===== src/rtl/pk16_pkg.sv =====
package pk16_pkg;

   localparam int OPC_W = 10;

   // Opcode encodings (decoded by pk16_decode, checked by the bench)
   localparam logic [OPC_W-1:0] OPC_MAD_S = 10'h380;
   localparam logic [OPC_W-1:0] OPC_MUL   = 10'h381;
   localparam logic [OPC_W-1:0] OPC_ADD_S = 10'h382;
   localparam logic [OPC_W-1:0] OPC_SUB_S = 10'h383;
   localparam logic [OPC_W-1:0] OPC_SHL   = 10'h384;
   localparam logic [OPC_W-1:0] OPC_SHR   = 10'h385;
   localparam logic [OPC_W-1:0] OPC_SAR   = 10'h386;
   localparam logic [OPC_W-1:0] OPC_MAX_S = 10'h387;
   localparam logic [OPC_W-1:0] OPC_MIN_S = 10'h388;
   localparam logic [OPC_W-1:0] OPC_MAD_U = 10'h389;
   localparam logic [OPC_W-1:0] OPC_ADD_U = 10'h38A;
   localparam logic [OPC_W-1:0] OPC_SUB_U = 10'h38B;
   localparam logic [OPC_W-1:0] OPC_MAX_U = 10'h38C;
   localparam logic [OPC_W-1:0] OPC_MIN_U = 10'h38D;

   typedef enum logic [3:0] {
      K_NONE,
      K_ADD,
      K_SUB,
      K_MUL,
      K_MAD,
      K_SHL,
      K_SHR,
      K_SAR,
      K_MIN,
      K_MAX
   } kind_e;

   typedef struct packed {
      kind_e kind;
      logic  sgn;
   } lane_ctl_t;

endpackage


===== src/rtl/pk16_decode.sv =====
module pk16_decode
   import pk16_pkg::*;
(
   input  logic [OPC_W-1:0] opcode,
   output lane_ctl_t        ctl
);

   always_comb begin
      ctl = '{kind: K_NONE, sgn: 1'b0};
      case (opcode)
         OPC_MAD_S: ctl = '{kind: K_MAD, sgn: 1'b1};
         OPC_MAD_U: ctl = '{kind: K_MAD, sgn: 1'b0};
         OPC_MUL:   ctl = '{kind: K_MUL, sgn: 1'b0};
         OPC_ADD_S: ctl = '{kind: K_ADD, sgn: 1'b1};
         OPC_ADD_U: ctl = '{kind: K_ADD, sgn: 1'b0};
         OPC_SUB_S: ctl = '{kind: K_SUB, sgn: 1'b1};
         OPC_SUB_U: ctl = '{kind: K_SUB, sgn: 1'b0};
         OPC_SHL:   ctl = '{kind: K_SHL, sgn: 1'b0};
         OPC_SHR:   ctl = '{kind: K_SHR, sgn: 1'b0};
         OPC_SAR:   ctl = '{kind: K_SAR, sgn: 1'b1};
         OPC_MAX_S: ctl = '{kind: K_MAX, sgn: 1'b1};
         OPC_MIN_S: ctl = '{kind: K_MIN, sgn: 1'b1};
         OPC_MAX_U: ctl = '{kind: K_MAX, sgn: 1'b0};
         OPC_MIN_U: ctl = '{kind: K_MIN, sgn: 1'b0};
         default:   ctl = '{kind: K_NONE, sgn: 1'b0};
      endcase
   end

endmodule


===== src/rtl/pk16_lane.sv =====
module pk16_lane
   import pk16_pkg::*;
#(
   parameter int LANE_W = 16
) (
   input  lane_ctl_t         ctl,
   input  logic              sat_en,
   input  logic [LANE_W-1:0] a,
   input  logic [LANE_W-1:0] b,
   input  logic [LANE_W-1:0] c,
   output logic [LANE_W-1:0] y
);

   // Wide enough for a full product plus an addend, in either signedness
   localparam int EXT_W = 2 * LANE_W + 2;
   localparam int SH_W  = $clog2(LANE_W);

   localparam logic signed [EXT_W-1:0] S_HI = {{(EXT_W-LANE_W+1){1'b0}}, {(LANE_W-1){1'b1}}};
   localparam logic signed [EXT_W-1:0] S_LO = {{(EXT_W-LANE_W+1){1'b1}}, {(LANE_W-1){1'b0}}};
   localparam logic signed [EXT_W-1:0] U_HI = {{(EXT_W-LANE_W){1'b0}}, {LANE_W{1'b1}}};
   localparam logic signed [EXT_W-1:0] U_LO = '0;

   logic signed [EXT_W-1:0]  ea, eb, ec;
   logic signed [EXT_W-1:0]  sum, dif, prd, mac;
   logic signed [LANE_W-1:0] bs;
   logic [SH_W-1:0]          amt;

   // Sign or zero extension chosen by the operation's signedness
   assign ea  = {{(EXT_W-LANE_W){ctl.sgn & a[LANE_W-1]}}, a};
   assign eb  = {{(EXT_W-LANE_W){ctl.sgn & b[LANE_W-1]}}, b};
   assign ec  = {{(EXT_W-LANE_W){ctl.sgn & c[LANE_W-1]}}, c};
   assign sum = ea + eb;
   assign dif = ea - eb;
   assign prd = ea * eb;
   assign mac = prd + ec;
   assign bs  = b;
   assign amt = a[SH_W-1:0];

   function automatic logic [LANE_W-1:0] fit(input logic signed [EXT_W-1:0] v,
                                             input logic sgn, input logic sat);
      logic signed [EXT_W-1:0] hi, lo;
      hi = sgn ? S_HI : U_HI;
      lo = sgn ? S_LO : U_LO;
      if (!sat)        fit = v[LANE_W-1:0];
      else if (v > hi) fit = hi[LANE_W-1:0];
      else if (v < lo) fit = lo[LANE_W-1:0];
      else             fit = v[LANE_W-1:0];
   endfunction

   always_comb begin
      y = '0;
      case (ctl.kind)
         K_ADD:   y = fit(sum, ctl.sgn, sat_en);
         K_SUB:   y = fit(dif, ctl.sgn, sat_en);
         K_MAD:   y = fit(mac, ctl.sgn, sat_en);
         K_MUL:   y = prd[LANE_W-1:0];
         K_SHL:   y = b << amt;
         K_SHR:   y = b >> amt;
         K_SAR:   y = bs >>> amt;
         K_MIN:   y = (ea < eb) ? a : b;
         K_MAX:   y = (ea > eb) ? a : b;
         default: y = '0;
      endcase
   end

endmodule


===== src/rtl/pk16_alu.sv =====
module pk16_alu
   import pk16_pkg::*;
#(
   parameter int LANE_W = 16,
   parameter int LANES  = 2,
   localparam int DATA_W = LANE_W * LANES
) (
   input  logic              clk,
   input  logic              rst_n,
   input  logic              in_valid,
   input  logic [OPC_W-1:0]  opcode,
   input  logic [DATA_W-1:0] src_a,
   input  logic [DATA_W-1:0] src_b,
   input  logic [DATA_W-1:0] src_c,
   input  logic              sat_en,
   output logic              out_valid,
   output logic [DATA_W-1:0] result
);

   initial begin : elab_chk
      if (LANE_W < 4 || (LANE_W & (LANE_W - 1)) != 0)
         $fatal(1, "pk16_alu: LANE_W must be a power of two of at least 4");
      if (LANES < 1)
         $fatal(1, "pk16_alu: LANES must be at least 1");
   end

   lane_ctl_t         ctl;
   logic [DATA_W-1:0] lane_y;
   logic [DATA_W-1:0] res_q;
   logic              vld_q;

   pk16_decode u_dec (
      .opcode (opcode),
      .ctl    (ctl)
   );

   for (genvar gl = 0; gl < LANES; gl++) begin : g_lane
      pk16_lane #(.LANE_W(LANE_W)) u_lane (
         .ctl    (ctl),
         .sat_en (sat_en),
         .a      (src_a[gl*LANE_W +: LANE_W]),
         .b      (src_b[gl*LANE_W +: LANE_W]),
         .c      (src_c[gl*LANE_W +: LANE_W]),
         .y      (lane_y[gl*LANE_W +: LANE_W])
      );
   end

   always_ff @(posedge clk or negedge rst_n) begin
      if (!rst_n) begin
         vld_q <= 1'b0;
         res_q <= '0;
      end else begin
         vld_q <= in_valid;
         if (in_valid) res_q <= lane_y;
      end
   end

   assign out_valid = vld_q;
   assign result    = res_q;

endmodule


===== config.mk =====
export PLATFORM = sky130hd
export DESIGN_NAME = pk16_alu
export DESIGN_NICKNAME = d
export VERILOG_FILES = /design/src/rtl/pk16_pkg.sv /design/src/rtl/pk16_decode.sv /design/src/rtl/pk16_lane.sv /design/src/rtl/pk16_alu.sv
export SDC_FILE = /design/constraint.sdc
export NUM_CORES = 2
export LEC_CHECK = 0
export BUFFER_PORTS_ARGS = -buffer_cell sky130_fd_sc_hd__buf_4
export CORE_MARGIN = 5
export CORE_UTILIZATION = 44
export CTS_BUF_LIST = sky130_fd_sc_hd__clkbuf_8
export CTS_CLUSTER_SIZE = 30
export DETAILED_ROUTE_END_ITERATION = 12
export GPL_TIMING_DRIVEN = 1
export SETUP_SLACK_MARGIN = 0.02
export SLEW_MARGIN = 10
export SYNTH_ARGS = -nofsm -noshare
export SYNTH_HDL_FRONTEND = slang
export SYNTH_HIERARCHICAL = 1
export SYNTH_SLANG_ARGS = --single-unit

===== constraint.sdc =====
create_clock -name clk -period 1.2 [get_ports clk]
set_input_delay 0.06 -clock clk [delete_from_list [all_inputs] [get_ports clk]]
set_output_delay 0.06 -clock clk [all_outputs]
set_load 0.1 [all_outputs]

==> flow_results.org <==
** Status
- The run finished, with violations left.
- The final reports fail on negative setup slack.

** Timing
- The number of max-slew violations in the final report came to 0.
- Min Clock Period, post-route :: roughly 10000 ps
- Final-report hold violation count :: 0
- Highest achievable clock rate :: a little over 100 MHz
- Endpoints failing setup :: 32
- Setup repair after global routing missed its margin :: true
- Between clock sinks in the finished design, the worst skew comes to 0 ps.
- Transition time of the tightest slew-check pin :: 971 ps
- Period Utilization, post-route :: 814%
- Once routing completed, OpenROAD measured the worst setup slack at -8570 ps.
- In this run the tightest slew margin relative to its limit is 34.8%.

** Worst setup path
- Delay of the slowest cell on the worst path :: approximately 610 ps
- The slowest stage of the critical path belongs to the cell or4b_1.
- The worst setup path is launched from an input port.
- Worst setup path category :: input port to register
- Among the stages of the critical path, the cell type that occurs most often is inv_1.
- Largest fanout on the critical path :: 5
- The worst setup path is captured at a register.
- For the worst setup path, the data arrival time is 9950 ps.
- For the worst setup path, the data required time is around 1400 ps.

** Routing
- Final ANT Viol Nets :: 0
- Summed over all layers, the routed wires come to around 140000 um.
- Vias after detailed routing :: 37618
- Count of unresolved DRC violations after routing :: 0
- Initial DRC count :: 3190
- Using the TritonRoute via totals, the vias-per-cell ratio works out to 5.40.
- The first detailed-routing pass took 6 iterations.
- Post-DR wirelength/cell :: between 15 and 20 um

** Yosys
- Prevailing post-synth register cell :: dfrtp_1
- For this run, the register share of the synthesized area comes to ~2.2%.
- The mapped netlist covers roughly 38000 um2.
- Synthesis Warnings :: 6
- Of all flip-flops after synthesis, the portion carrying an async set or reset was 100%.
- The synthesized design devotes to its leading area cell type 31.8% of total area.
- Syn Inst Count :: 4644
- Library cells used by synthesis :: 127
- Of all cell types, the one taking the most synthesized area is fa_1.
- Post-synth EDFFs :: 0
- Yosys attributes the largest share of cell area to fa_1 32%, ha_1 12%, inv_1 7.6%.
- #FFs+latches synth :: 33
- Average cell area after synthesis :: 8.10 um2
- Post-Syn Nets :: 5714

** Floorplan
- For this design the top-level I/O count stands at 143.
- Rows :: ~110
- Die extent in y :: 302 um
- Die extent in x :: 302 um
- The total area inside the core boundary comes to around 85000 um2.
- Die outline area :: just over 90000 um2
- Starting utilization of the core area :: 44.3%

** Clock tree
- Clock-pin slew was measured on the worst setup and hold paths at 80 ps.
- H-Tree Depth :: 2
- The cell sitting at the root of the clock tree is a clkbuf_8.
- The clock reaches the later pin of the worst-skew pair after 290 ps.
- TritonCTS clock tree :: yes
- In this run the deepest clock path goes through 2 buffers.
- Buffers inserted during clock tree synthesis total 5.
- Clock tree synthesis found a total of 33 sinks.

** Global routing
- Via count of the first global-routing pass :: 38018
- In the global route stage, overall resource usage came out at between 30% and 40%.
- Entering global routing, the biggest net connects 58 pins.
- Total congestion overflow :: 0
- The first global-routing pass estimated 216000 um of wire.
- Initial antenna violation count :: 2

** Layout
- For this run, the post-layout net count is 6883.
- Cells with a size suffix above 1 make up 29.8% of the layout.
- Layout area overhead :: 32.6%
- Fill cells in the final layout number roughly 8000.
- Utilization after layout :: 58.7%

** Place
- Port-buffer cells :: 142
- At the end of routability-driven placement, the weighted congestion stood at 1.01.
- Worst slack at placement :: -9290 ps
- The HPWL after detailed placement is 122000 um.

** Hold path
- Class of the tightest hold or removal check :: input port to register

** Flow run
- Max-cap viol count :: 0
==> flip-flops by register name (all words and copies together), names as in the netlist <==
name / cells
result: 32
out_valid: 1
==> worst paths after layout <==
check	start	slack, ps	end	depth (start not counted)
worst max-delay path	src_a[6]	-8570	result[1]$_DFFE_PN0P_	35
worst min-delay path	in_valid	50	out_valid$_DFF_PN0_	1
worst max register to register	result[29]$_DFFE_PN0P_	300	result[29]$_DFFE_PN0P_	1
worst min register to register	result[26]$_DFFE_PN0P_	530	result[26]$_DFFE_PN0P_	1
max in group asynchronous	rst_n	570	result[31]$_DFFE_PN0P_	2
min in group asynchronous	rst_n	260	result[17]$_DFFE_PN0P_	2
==> what timing repair did <==
| action | in CTS | in global routing |
|---|---|---|
| setup endpoints to repair | 38 | 32 |
| gates cloned | 1 | 0 |
| gates resized for setup | 107 | 71 |
| setup buffers | 24 | 8 |
| hold buffers | 1 | 0 |
| endpoints found under the hold margin | 33 | 0 |
| pin swaps | 70 | 51 |
==> placed cells by master (no fill, tap or decap), types with 15 or more instances in the layout <==
master       n
a211o_1     18
nor2b_1     36
nor2_1     350
inv_1      750
o31ai_1     15
and3_1      17
a21oi_1    237
o21ai_1     25
buf_4     1369
o21a_1      43
or2_2       22
o221ai_1    24
o21bai_1    26
fa_1       595
a211oi_2    15
nor2_2      18
mux2_4      32
ha_1       349
xnor2_1    109
o211ai_1    34
mux2i_1     66
a31oi_1     21
o21ai_0    167
a21oi_2     19
nand2_1    416
nand2b_1    34
nand3_1     41
buf_6       21
xor2_1      59
a21o_1      68
and2_1     218
nand4_1     33
nor3_1      55
a211oi_1    36
dfrtp_1     28
==> logic make-up (layout without fill, tap and decap cells) <==
kind of cell,after synthesis,after routing,share of synthesized area [%]
xor gates and xnor gates,175,175,4.11
AOI/OAI and AO/OA,969,969,17.6
and+or+nand+nor,1375,1375,17.8
adders and majority gates,960,960,43.8
muxes,118,118,3.91
DFF,33,33,2.19
buffers and inverters,1014,2184,10.6
other,0,2,0
==> stage by stage <==
| step | cells | setup TNS [ps] | hold slack [ps] | area, um2 |
|---|---|---|---|---|
| 2_1_floorplan | 4644 | -275360 | -236 | 38000 |
| 3_3_place_gp | 6916 | -290050 | 51.9 | 48700 |
| 3_5_place_dp | 6916 | -292900 | 45.2 | 48700 |
| 4_1_cts | 6950 | -264980 | 27.7 | 49500 |
| 5_1_grt | 6958 | -282200 | 34.5 | 49900 |
| 6_report | 6960 | -268990 | 49.5 | 49900 |
==> Yosys cell counts (47+ instances only) <==
| cell | number |
|---|---|
| a211oi_1 | 50 |
| a21o_1 | 68 |
| a21oi_1 | 253 |
| and2_1 | 222 |
| clkbuf_1 | 182 |
| fa_1 | 598 |
| ha_1 | 362 |
| inv_1 | 763 |
| mux2i_1 | 66 |
| nand2_1 | 426 |
| nand3_1 | 47 |
| nor2_1 | 374 |
| nor3_1 | 57 |
| o21ai_0 | 184 |
| xnor2_1 | 114 |
| xor2_1 | 59 |
==> cell type report <==
cell class | count | area (um2) | area share, %
Timing Repair Buffer | 1406 | 10800 | 21.7
Tap cell | 1144 | 1430 | 2.87
Clock inverter | 3 | 17.5 | 0.0351
Multi-Input combinational cell | 3597 | 33800 | 67.8
Sequential cell | 33 | 832 | 1.67
Antenna cell | 2 | 5.00 | 0.0100
Inverter | 770 | 2910 | 5.82
Clock buffer | 5 | 68.8 | 0.138
==> per-layer routing <==
metal	GRT usage [%]	wire length, um	vias up	part of all wire, %
met3	5.87	12000	170	8.6
met5	0	0	-	0
met4	5.63	3120	0	2.2
li1	-	-	17650	-
met2	45.8	59600	1251	43
met1	45.0	64300	18547	46
==> worst max-delay path: cells and delay by family <==
family | cells | cell delay (ps)
fa+ha+maj | 10 | 4450
xor+xnor | 2 | 350
buf+inv | 9 | 840
mux | 1 | 270
compound gates | 7 | 1940
simple gates | 6 | 2010
Power is left out: the tool's default activity adds up to more than one toggle a clock period on the data nets, which glitch-free logic cannot reach.
